==> src/rtl/pmc_pkg.sv <==
package pmc_pkg;

   typedef enum logic [2:0] {
      PM_RUN   = 3'd0,
      PM_R2I   = 3'd1,
      PM_IDLE  = 3'd2,
      PM_I2R   = 3'd3,
      PM_S_IN  = 3'd4,
      PM_SLEEP = 3'd5,
      PM_S_OUT = 3'd6
   } pm_state_e;

   localparam int unsigned N_THR   = 3;
   localparam int unsigned THR_RUN = 0;
   localparam int unsigned THR_SLP = 1;
   localparam int unsigned THR_WK  = 2;

   function automatic logic is_entry(pm_state_e s);
      return (s == PM_R2I) || (s == PM_S_IN);
   endfunction

   function automatic logic is_exit(pm_state_e s);
      return (s == PM_I2R) || (s == PM_S_OUT);
   endfunction

   function automatic logic is_trans(pm_state_e s);
      return is_entry(s) || is_exit(s);
   endfunction

endpackage

==> src/rtl/pmc_dwell_cnt.sv <==
module pmc_dwell_cnt #(
   parameter int unsigned CNT_W = 16,
   parameter int unsigned N_THR = 3
) (
   input  logic                        clk_i,
   input  logic                        rst_ni,
   input  logic                        clr_i,
   input  logic                        inc_i,
   input  logic [N_THR-1:0][CNT_W-1:0] thr_i,
   output logic [N_THR-1:0]            hit_o
);

   localparam logic [CNT_W-1:0] CNT_MAX = {CNT_W{1'b1}};
   localparam logic [CNT_W-1:0] ONE     = CNT_W'(1);

   if (CNT_W < 2) begin : g_bad_w
      $error("pmc_dwell_cnt: CNT_W must be at least 2");
   end
   if (N_THR < 1) begin : g_bad_n
      $error("pmc_dwell_cnt: N_THR must be at least 1");
   end

   logic [CNT_W-1:0] cnt_q;

   always_ff @(posedge clk_i or negedge rst_ni) begin
      if (!rst_ni) begin
         cnt_q <= '0;
      end else if (clr_i) begin
         cnt_q <= '0;
      end else if (inc_i && (cnt_q != CNT_MAX)) begin
         cnt_q <= cnt_q + ONE;
      end
   end

   // A threshold fires on the sampled cycle that completes it.
   for (genvar g = 0; g < N_THR; g++) begin : g_thr
      assign hit_o[g] = (thr_i[g] != '0) && inc_i && (cnt_q == (thr_i[g] - ONE));
   end

   AST_CNT_NO_WRAP: assert property (@(posedge clk_i) disable iff (!rst_ni)
      (!clr_i && inc_i && cnt_q == CNT_MAX) |=> (cnt_q == CNT_MAX));

   AST_CNT_CLEARS: assert property (@(posedge clk_i) disable iff (!rst_ni)
      clr_i |=> (cnt_q == '0));

endmodule

==> src/rtl/pmc_lat_timer.sv <==
module pmc_lat_timer
   import pmc_pkg::*;
#(
   parameter int unsigned LAT_W     = 8,
   parameter int unsigned LAT_R2I   = 10,
   parameter int unsigned LAT_I2R   = 10,
   parameter int unsigned LAT_S_IN  = 90,
   parameter int unsigned LAT_S_OUT = 160
) (
   input  logic      clk_i,
   input  logic      rst_ni,
   input  logic      load_i,
   input  pm_state_e sel_i,
   output logic      done_o
);

   localparam int unsigned LAT_CAP = 1 << LAT_W;

   if (LAT_R2I < 1 || LAT_R2I > LAT_CAP) begin : g_bad_r2i
      $error("pmc_lat_timer: LAT_R2I out of range");
   end
   if (LAT_I2R < 1 || LAT_I2R > LAT_CAP) begin : g_bad_i2r
      $error("pmc_lat_timer: LAT_I2R out of range");
   end
   if (LAT_S_IN < 1 || LAT_S_IN > LAT_CAP) begin : g_bad_sin
      $error("pmc_lat_timer: LAT_S_IN out of range");
   end
   if (LAT_S_OUT < 1 || LAT_S_OUT > LAT_CAP) begin : g_bad_sout
      $error("pmc_lat_timer: LAT_S_OUT out of range");
   end

   localparam logic [LAT_W-1:0] LD_R2I   = LAT_W'(LAT_R2I - 1);
   localparam logic [LAT_W-1:0] LD_I2R   = LAT_W'(LAT_I2R - 1);
   localparam logic [LAT_W-1:0] LD_S_IN  = LAT_W'(LAT_S_IN - 1);
   localparam logic [LAT_W-1:0] LD_S_OUT = LAT_W'(LAT_S_OUT - 1);

   logic [LAT_W-1:0] cnt_q;
   logic [LAT_W-1:0] ld_val;

   always_comb begin
      unique case (sel_i)
         PM_R2I:   ld_val = LD_R2I;
         PM_I2R:   ld_val = LD_I2R;
         PM_S_IN:  ld_val = LD_S_IN;
         PM_S_OUT: ld_val = LD_S_OUT;
         default:  ld_val = '0;
      endcase
   end

   always_ff @(posedge clk_i or negedge rst_ni) begin
      if (!rst_ni) begin
         cnt_q <= '0;
      end else if (load_i) begin
         cnt_q <= ld_val;
      end else if (cnt_q != '0) begin
         cnt_q <= cnt_q - LAT_W'(1);
      end
   end

   assign done_o = (cnt_q == '0);

   AST_LAT_HOLD_ZERO: assert property (@(posedge clk_i) disable iff (!rst_ni)
      (!load_i && cnt_q == '0) |=> (cnt_q == '0));

   AST_LAT_DESCENDS: assert property (@(posedge clk_i) disable iff (!rst_ni)
      (!load_i && cnt_q != '0) |=> (cnt_q == $past(cnt_q) - LAT_W'(1)));

endmodule

==> src/rtl/pmc_out_map.sv <==
module pmc_out_map
   import pmc_pkg::*;
#(
   parameter bit REG_OUT = 1'b0
) (
   input  logic       clk_i,
   input  logic       rst_ni,
   input  pm_state_e  state_i,
   output logic       clk_en_o,
   output logic       pwr_en_o,
   output logic       ready_o,
   output logic [2:0] mode_o
);

   logic       clk_en_d;
   logic       pwr_en_d;
   logic       ready_d;
   logic [2:0] mode_d;

   always_comb begin
      clk_en_d = (state_i == PM_RUN);
      ready_d  = (state_i == PM_RUN);
      pwr_en_d = (state_i != PM_SLEEP);
      mode_d   = 3'(state_i);
   end

   if (REG_OUT) begin : g_reg
      always_ff @(posedge clk_i or negedge rst_ni) begin
         if (!rst_ni) begin
            clk_en_o <= 1'b1;
            pwr_en_o <= 1'b1;
            ready_o  <= 1'b1;
            mode_o   <= 3'(PM_RUN);
         end else begin
            clk_en_o <= clk_en_d;
            pwr_en_o <= pwr_en_d;
            ready_o  <= ready_d;
            mode_o   <= mode_d;
         end
      end
   end else begin : g_comb
      assign clk_en_o = clk_en_d;
      assign pwr_en_o = pwr_en_d;
      assign ready_o  = ready_d;
      assign mode_o   = mode_d;
   end

endmodule

==> src/rtl/pwr_mode_ctrl.sv <==
module pwr_mode_ctrl
   import pmc_pkg::*;
#(
   parameter int unsigned CNT_W     = 16,
   parameter int unsigned LAT_W     = 8,
   parameter int unsigned LAT_R2I   = 10,
   parameter int unsigned LAT_I2R   = 10,
   parameter int unsigned LAT_S_IN  = 90,
   parameter int unsigned LAT_S_OUT = 160,
   parameter bit          REG_OUT   = 1'b0
) (
   input  logic             clk_i,
   input  logic             rst_ni,
   input  logic             busy_i,
   input  logic             force_sleep_i,
   input  logic [CNT_W-1:0] idle_after_i,
   input  logic [CNT_W-1:0] sleep_after_i,
   input  logic [CNT_W-1:0] wake_after_i,
   output logic             clk_en_o,
   output logic             pwr_en_o,
   output logic             ready_o,
   output logic [2:0]       mode_o
);

   pm_state_e state_q, state_d;
   logic      state_chg;
   logic      pend_q;
   logic      lat_done;
   logic      lat_load;
   logic      dw_clr, dw_inc;
   logic [N_THR-1:0][CNT_W-1:0] thr;
   logic [N_THR-1:0]            hit;

   assign thr[THR_RUN] = idle_after_i;
   assign thr[THR_SLP] = sleep_after_i;
   assign thr[THR_WK]  = wake_after_i;

   // ---------------- next-state selection ----------------
   always_comb begin
      state_d = state_q;
      unique case (state_q)
         PM_RUN: begin
            if (force_sleep_i)      state_d = PM_S_IN;
            else if (hit[THR_RUN])  state_d = PM_R2I;
         end
         PM_R2I: begin
            if (lat_done)           state_d = (pend_q || busy_i) ? PM_I2R : PM_IDLE;
         end
         PM_IDLE: begin
            if (busy_i)             state_d = PM_I2R;
            else if (force_sleep_i) state_d = PM_S_IN;
            else if (hit[THR_WK])   state_d = PM_I2R;
            else if (hit[THR_SLP])  state_d = PM_S_IN;
         end
         PM_I2R: begin
            if (lat_done)           state_d = PM_RUN;
         end
         PM_S_IN: begin
            if (lat_done)           state_d = (pend_q || busy_i) ? PM_S_OUT : PM_SLEEP;
         end
         PM_SLEEP: begin
            if (busy_i || hit[THR_WK]) state_d = PM_S_OUT;
         end
         PM_S_OUT: begin
            if (lat_done)           state_d = PM_RUN;
         end
         default:                   state_d = PM_RUN;
      endcase
   end

   assign state_chg = (state_d != state_q);
   assign lat_load  = state_chg && is_trans(state_d);

   // dwell counter: inactivity in run, time spent in idle or sleep
   assign dw_clr = state_chg || ((state_q == PM_RUN) && busy_i);
   assign dw_inc = ((state_q == PM_RUN) && !busy_i) ||
                   (state_q == PM_IDLE) || (state_q == PM_SLEEP);

   always_ff @(posedge clk_i or negedge rst_ni) begin
      if (!rst_ni) begin
         state_q <= PM_RUN;
         pend_q  <= 1'b0;
      end else begin
         state_q <= state_d;
         pend_q  <= state_chg ? 1'b0 : (pend_q || (is_entry(state_q) && busy_i));
      end
   end

   pmc_dwell_cnt #(
      .CNT_W (CNT_W),
      .N_THR (N_THR)
   ) dwell_i (
      .clk_i  (clk_i),
      .rst_ni (rst_ni),
      .clr_i  (dw_clr),
      .inc_i  (dw_inc),
      .thr_i  (thr),
      .hit_o  (hit)
   );

   pmc_lat_timer #(
      .LAT_W     (LAT_W),
      .LAT_R2I   (LAT_R2I),
      .LAT_I2R   (LAT_I2R),
      .LAT_S_IN  (LAT_S_IN),
      .LAT_S_OUT (LAT_S_OUT)
   ) lat_i (
      .clk_i  (clk_i),
      .rst_ni (rst_ni),
      .load_i (lat_load),
      .sel_i  (state_d),
      .done_o (lat_done)
   );

   pmc_out_map #(
      .REG_OUT (REG_OUT)
   ) out_i (
      .clk_i    (clk_i),
      .rst_ni   (rst_ni),
      .state_i  (state_q),
      .clk_en_o (clk_en_o),
      .pwr_en_o (pwr_en_o),
      .ready_o  (ready_o),
      .mode_o   (mode_o)
   );

   // ---------------- assertions ----------------
   AST_TRANS_HOLD: assert property (@(posedge clk_i) disable iff (!rst_ni)
      (is_trans(state_q) && !lat_done) |=> $stable(state_q));

   AST_IDLE_VIA_ENTRY: assert property (@(posedge clk_i) disable iff (!rst_ni)
      (state_q == PM_IDLE && $past(state_q) != PM_IDLE) |-> ($past(state_q) == PM_R2I));

   AST_SLEEP_VIA_ENTRY: assert property (@(posedge clk_i) disable iff (!rst_ni)
      (state_q == PM_SLEEP && $past(state_q) != PM_SLEEP) |-> ($past(state_q) == PM_S_IN));

   AST_RUN_VIA_EXIT: assert property (@(posedge clk_i) disable iff (!rst_ni)
      (state_q == PM_RUN && $past(state_q) != PM_RUN) |-> is_exit($past(state_q)));

   AST_PEND_KEPT: assert property (@(posedge clk_i) disable iff (!rst_ni)
      (is_entry(state_q) && lat_done && pend_q) |=> is_exit(state_q));

   AST_FORCE_FROM_RUN: assert property (@(posedge clk_i) disable iff (!rst_ni)
      (state_q == PM_RUN && force_sleep_i) |=> (state_q == PM_S_IN));

   AST_SLEEP_WAKE: assert property (@(posedge clk_i) disable iff (!rst_ni)
      (state_q == PM_SLEEP && busy_i) |=> (state_q == PM_S_OUT));

endmodule

==> config.mk <==
export PLATFORM = sky130hd
export DESIGN_NAME = pwr_mode_ctrl
export DESIGN_NICKNAME = d
export VERILOG_FILES = /design/src/rtl/pmc_pkg.sv /design/src/rtl/pmc_dwell_cnt.sv /design/src/rtl/pmc_lat_timer.sv /design/src/rtl/pmc_out_map.sv /design/src/rtl/pwr_mode_ctrl.sv
export SDC_FILE = /design/constraint.sdc
export NUM_CORES = 1
export LEC_CHECK = 0
export ABC_AREA = 1
export CAP_MARGIN = 30
export CORE_ASPECT_RATIO = 1.25
export CORE_MARGIN = 2
export CORE_UTILIZATION = 45
export DETAILED_ROUTE_END_ITERATION = 8
export GPL_ROUTABILITY_DRIVEN = 0
export PLACE_DENSITY_LB_ADDON = 0.2
export SETUP_SLACK_MARGIN = 0.2
export SYNTH_ARGS = -nofsm -noshare
export SYNTH_HDL_FRONTEND = slang
export SYNTH_SLANG_ARGS = --single-unit
export TNS_END_PERCENT = 20
==> constraint.sdc <==
create_clock -name clk_i -period 2.4 [get_ports clk_i]
set_input_delay 0.48 -clock clk_i [delete_from_list [all_inputs] [get_ports clk_i]]
set_output_delay 0.48 -clock clk_i [all_outputs]
set_load 0.02 [all_outputs]
# Yosys cells after proc, flatten, opt, wreduce, memory -nomap -nowiden
# Index checks and enable logic that the tools add are counted.
[totals]
reg_bits = 28
input_bits = 52
output_inout_bits = 6
elab_cells = 76
[op_classes]
n_addsub = 5
eq_ne = 16
mux = 19
n_reduce_logical = 32
[op_table]
columns = ["operator", "n"]
rows = [
  ["$eq 16x16->1", 3],
  ["$reduce_bool 16->1", 3],
  ["$sub 16x1->16 const B", 3],
  ["$mux 16", 2],
  ["$mux 3", 10],
  ["$pmux 8 s3", 1],
  ["$pmux 3 s6", 1],
  ["$add 16x1->16 const B", 1],
  ["$mux 8", 2],
  ["$ne 16x16->1 const B", 1],
  ["$eq 3x3->1 const B", 5],
  ["$logic_and 1x1->1", 11],
  ["$logic_or 1x1->1", 10],
  ["$eq 3x2->1 const B", 3],
  ["$logic_not 8->1", 1],
  ["$reduce_bool 8->1", 1],
  ["$sub 8x1->8 const B", 1],
  ["$eq 3x1->1 const B", 2],
  ["$reduce_bool 2->1", 2],
  ["$reduce_or 2->1", 2],
  ["$logic_not 3->1", 1],
  ["$ne 3x3->1", 1],
  ["$ne 3x3->1 const B", 1],
  ["$mux 1", 2],
  ["2 further kinds", 2],
]

# Longest topological paths before layout
[logic_depth]
word_depth = 16
depth_mapped = 24
ltp_nobuf = 24

# By module
# From an unflattened synthesis, not the netlist that was laid out.
[hier_totals]
hier_cells = 737
hier_area_um2 = 4150.2
[by_module_without_submodules]
columns = ["mod", "instances", "cells_each", "area_each_um2", "seq_area_each_um2"]
rows = [
  ["pmc_dwell_cnt", 1, 560, 3031.7, 400.4],
  ["pwr_mode_ctrl", 1, 91, 550.5, 100.1],
  ["pmc_lat_timer", 1, 77, 515.5, 200.2],
  ["pmc_out_map", 1, 9, 52.6, 0.0],
]

# Worst setup path after synthesis
# Ideal clock, no wire load.
[synth_timing]
kind = "input port to flip-flop"
startpoint = "input idle_after_i[0]"
endpoint = "register lat_i.cnt_q[1]"
setup_time_ps = 117
arrival_ps = 2399
required_time_ps = 2283
slack_ps = -116
path_stages = 22
n_path_buf = 0
path_cell_list = "inv_1 -> ha_1 -> nand3_1 -> nor2_1 -> nand2_1 -> nor2_1 -> nand2_1 -> nand2_1 -> nand2_1 -> clkinv_1 -> nand2_1 -> nor2_1 -> nand3_1 -> nand2_1 -> nor2_4 -> nand2_2 -> xor2_1 -> nand2_2 -> nand2_1 -> inv_2 -> nand2_1 -> nand2_1"
[synth_between]
elab_chain_len = 11
word_cells_on_any_way = 21
cone_classes = "1 x add/sub; 6 x eq/ne; 5 x mux; 9 x reduce/logical"
[synth_rtl]
columns = ["element", "line_no", "source"]
rows = [
  ["from (decl)", "pwr_mode_ctrl.sv:16", "input logic [CNT_W-1:0] idle_after_i,"],
  ["$sub 16x1->16 or $reduce_bool 16->1 (tied branches)", "pmc_dwell_cnt.sv:37", "assign hit_o[g] = (thr_i[g] != '0) && inc_i && (cnt_q == (thr_i[g] - ONE));"],
  ["$eq 16x16->1 or $logic_and 1x1->1 (tied branches)", "pmc_dwell_cnt.sv:37", ""],
  ["$logic_and 1x1->1 *", "pmc_dwell_cnt.sv:37", ""],
  ["$mux 3 *", "pwr_mode_ctrl.sv:44", "else if (hit[THR_RUN]) state_d = PM_R2I;"],
  ["$mux 3 *", "pwr_mode_ctrl.sv:43", "if (force_sleep_i) state_d = PM_S_IN;"],
  ["$pmux 3 s6 *", "pwr_mode_ctrl.sv:41", "unique case (state_q)"],
  ["via lat_i.sel_i[0]", "pmc_lat_timer.sv:13", "input pm_state_e sel_i,"],
  ["branches (longest 5 deep; another with $pmux 8 s3)", "--", ""],
  ["to (signal assigned)", "pmc_lat_timer.sv:54", "cnt_q <= ld_val;"],
  ["to (signal assigned)", "pmc_lat_timer.sv:56", "cnt_q <= cnt_q - LAT_W'(1);"],
  ["to (decl)", "pmc_lat_timer.sv:37", "logic [LAT_W-1:0] cnt_q;"],
]
# Mark *: on every way through the listed nets, which the timed path passes.
# A chain may end at the register's enable or synchronous reset.

# Worst setup path after layout
[layout_timing]
startpoint = "register state_q[1]"
endpoint = "register lat_i.cnt_q[1]"
[layout_between]
elab_chain_len = 16
word_cells_on_any_way = 42
cone_classes = "11 x eq/ne; 13 x mux; 18 x reduce/logical"
[layout_rtl]
columns = ["element", "line_no", "source"]
rows = [
  ["from (decl)", "pwr_mode_ctrl.sv:25", "pm_state_e state_q, state_d;"],
  ["from (signal assigned)", "pwr_mode_ctrl.sv:84", "state_q <= state_d;"],
  ["$logic_not 3->1", "pwr_mode_ctrl.sv:41, pwr_mode_ctrl.sv:76", ""],
  ["$logic_and 1x1->1", "pwr_mode_ctrl.sv:76", "assign dw_inc = ((state_q == PM_RUN) && !busy_i) ||"],
  ["$logic_or 1x1->1", "pwr_mode_ctrl.sv:76", ""],
  ["$logic_or 1x1->1", "pwr_mode_ctrl.sv:77", "(state_q == PM_IDLE) || (state_q == PM_SLEEP);"],
  ["$logic_and 1x1->1 (2 in series)", "pmc_dwell_cnt.sv:37", ""],
  ["$mux 3", "pwr_mode_ctrl.sv:53", "else if (hit[THR_SLP]) state_d = PM_S_IN;"],
  ["$mux 3", "pwr_mode_ctrl.sv:52", "else if (hit[THR_WK]) state_d = PM_I2R;"],
  ["$mux 3", "pwr_mode_ctrl.sv:51", "else if (force_sleep_i) state_d = PM_S_IN;"],
  ["$mux 3", "pwr_mode_ctrl.sv:50", "if (busy_i) state_d = PM_I2R;"],
  ["$pmux 3 s6 *", "pwr_mode_ctrl.sv:41", ""],
  ["via lat_i.sel_i[2]", "pmc_lat_timer.sv:13", ""],
  ["branches (longest 5 deep; another with $pmux 8 s3)", "--", ""],
]
# Marks and branches as above.

==> impl_metrics.ini <==
[critical_path]
slowest_delay_ps = 450
path_class = register to register
critPathMaxFanout = 7
crit_family = simple AND/OR/NAND/NOR gates
path_cells = buf_6, nand3_2, nand3_4, buf_6, nand3_1, nor2_1, nand2_1, nor3_4, nand3_2, nand3_4, nand2_4, buf_12, xor2_4, nand2_4, nand2_4, inv_4, nand2_2, nand2_1
crit_path_top_delay_cell = dfrtp_2
ff2ff_path_depth = 18
r2r_slack_ps = -180
critPathArrivalTime_ps = 2750
path_buf_inv = 4
cp_num_cells = 18
cp-end-kind = register
crit_required_ps = 2570
critPathLaunchType = register
crit_top_cell = nand2_4

[clock_network]
worstSkewPairLatency_ps = 280
cts_buffers = 3
cts_tree = built
hold_buffers = 0
h-tree-depth = 1
clk_path_buf_depth = 2
clk_pin_slew_ps = 100
cts.sinks = 28
cts.root.buffer_cell = clkbuf_8

[floorplanning]
ios = 58
die_h_um = 107
start_util_pct = 46.1
core_area_um2 = 8240
num_rows = 37
die_w_um = 86.2
dieArea_um2 = 9200

[sta]
setup_tns_ps = -3170
whs_ps = 514
tightest_slew_ps = 368
final-hold-violation-count = 0
setup_ws_ps = -177
setup_violations = 25
finalCritPeriodShare_pct = 107
rsz0062_at_grt = yes
period_minus_slack_ps = 2580
fin_skew_ps = 9.86
maxSlewHeadroom_pct = 75.3
slew_viol_final = 0
fmax_mhz = 388

[route]
drtIter0Drc = 268
route.detailed.drc = 0
postRouteAntennaNets = 0
viasPerCell = 5.15
vias = 4700
wl_per_cell_um = 14.2
drt-total-wl_um = 13000
drt_first_pass_iters = 7

[pwr]
pwr_density_cell_nw_per_um2 = 674
power_frac_comb_pct = 72.8
vdd_drop_max_v = 0.000408
internal_power_mw = 2.12
clkPwrFrac_pct = 9.4
switching_share_pct = 46.9
switching_power_mw = 1.87
leakage_nw = 2.84
p_seq_share_pct = 17.9

[synth]
synth_most_common_cell = nand2_1
synth-seq-area-share_pct = 18.4
synth_top_area_share_pct = 18.7
ys_warn_count = 0
synth.largest_area_cell = nand2_1
ys_seq_elements = 28
synth_area_leaders = nand2_1 (19%), dfrtp_1 (18%), nor2_1 (9.5%), xor2_1 (8.5%), inv_1 (6.4%)
synth_common_cells = nand2_1 (189), nor2_1 (96), inv_1 (65), nand3_1 (44), xor2_1 (37)
avgSynthCellArea_um2 = 6.03
ys.flop_type = dfrtp_1
postSynthCellCount = 630
synth_edf_count = 0
synthesis.nets = 688
syn-cell-area_um2 = 3800
synth.distinct_cells = 35
ys_async_sr_fraction_pct = 100

[grt]
grt_first_pass_wirelength_um = 21100
grt_usage_pct = 28.4
gr-total-overflow = 0
antenna_found_initial = 0
grt_max_degree = 29
grt_pass1_vias = 4746

[placement]
dp_hpwl_um = 9950
pre_cts_ws_ps = -1000
io_buffers = 57
placed_area_um2 = 5330

[hold_path]
hold_path_depth = 2
min_path_type = register to register

[run]
cap_viol_max_count = 0

[final_layout]
drive_above_1_share_pct = 37.5
fin_util_pct = 71.9
nets = 874
stdcell_area_um2 = 5930
syn2layout_area_growth_pct = 55.9
diodes = 0

[run_status]
status = complete, but fails checks
violations = setup timing
==> power by group through the flow <==
stage | Sequential [mW] | Combinational [mW] | Clock [mW]
5_1_grt | 0.724 | 3.15 | 0.397
4_1_cts | 0.695 | 2.65 | 0.378
3_5_place_dp | 0.701 | 2.32 | 0
3_3_place_gp | 0.699 | 2.26 | 0
6_report | 0.714 | 2.91 | 0.374
2_1_floorplan | 0.722 | 1.40 | 0
==> area by class of cell <==
| cell class | instances | area [um^2] |
|---|---|---|
| Inverter | 79 | 327 |
| Multi-Input combinational cell | 512 | 3160 |
| Clock inverter | 1 | 30.0 |
| Sequential cell | 28 | 711 |
| Fill cell | 677 | 2310 |
| Timing Repair Buffer | 192 | 1540 |
| Tap cell | 97 | 121 |
| Clock buffer | 3 | 41.3 |
==> placed cells by master (no fill, tap or decap), types with 3 or more instances in the layout <==
cell type	synthesis	layout
nor4_1	5	5
o21bai_1	3	3
nand3_1	44	34
nor2_1	96	68
nand2_1	189	172
nand2_2	11	22
ha_4	0	4
nand3_2	4	9
clkbuf_8	0	3
nand4_1	8	8
inv_2	12	19
o21ai_1	5	5
nor2_4	16	27
nand3_4	2	7
nor3_1	9	6
nand3b_1	9	9
dlygate4sd2_1	0	25
buf_6	0	6
a21oi_1	11	8
nor2_2	10	27
xnor2_1	19	17
nand2_4	1	7
dfrtp_2	0	8
a21oi_2	0	3
buf_2	5	6
clkbuf_2	3	7
dfrtp_1	28	20
buf_4	2	128
clkdlybuf4s50_1	0	15
o21ai_0	18	17
xor2_1	37	36
inv_1	65	51
inv_4	0	5
==> tightest hold or removal path, delay by kind of cell, from the launching register on <==
| family | cells | cell delay, ps |
|---|---|---|
| flops | 1 | 360 |
| simple gates | 2 | 120 |
==> cells by family after synthesis <==
| family | synth area share (%) |
|---|---|
| AO/OA/AOI/OAI | 5.79 |
| buffers and inverters | 9.87 |
| AND/OR/NAND/NOR | 50.4 |
| adder cells (fa/ha/maj) | 1.97 |
| flip-flops | 18.4 |
| XOR/XNOR | 13.5 |
==> state kept, by name (all words and copies together), names as in the netlist <==
| signal | count |
|---|---|
| dwell_i.cnt_q | 16 |
| pend_q | 1 |
| state_q | 3 |
| lat_i.cnt_q | 8 |
==> repair_timing <==
action,4_1_cts,5_1_grt
resized for setup,153,56
cloned,1,0
buffers inserted,16,7
pin swaps,66,46
setup endpoints to repair,30,30
==> per-layer routing <==
| metal | track usage [%] | share of wire, % | routed length, um |
|---|---|---|---|
| met1 | 31.6 | 38 | 4910 |
| met2 | 53.5 | 53 | 6840 |
| met3 | 3.77 | 5.5 | 710 |
| met4 | 11.5 | 3.9 | 500 |
| met5 | 0 | 0 | 0 |
==> worst paths after layout <==
| check | from | end |
|---|---|---|
| max in group asynchronous | rst_ni | dwell_i.cnt_q[3] |
| hold reg to reg | lat_i.cnt_q[0] | lat_i.cnt_q[0] |
| hold / removal | lat_i.cnt_q[0] | lat_i.cnt_q[0] |
| setup reg to reg | state_q[1] | lat_i.cnt_q[1] |
| setup / recovery | state_q[1] | lat_i.cnt_q[1] |
| min in group asynchronous | rst_ni | dwell_i.cnt_q[12] |
==> stage by stage <==
step                      std cells  total power [mW]
after global placement          884              2.95
after CTS                       905              3.72
final                           912              3.99
after detailed placement        884              3.02
after global routing            912              4.28
after floorplan                 630              2.12
Note: power is estimated with default switching activity, not from simulation.
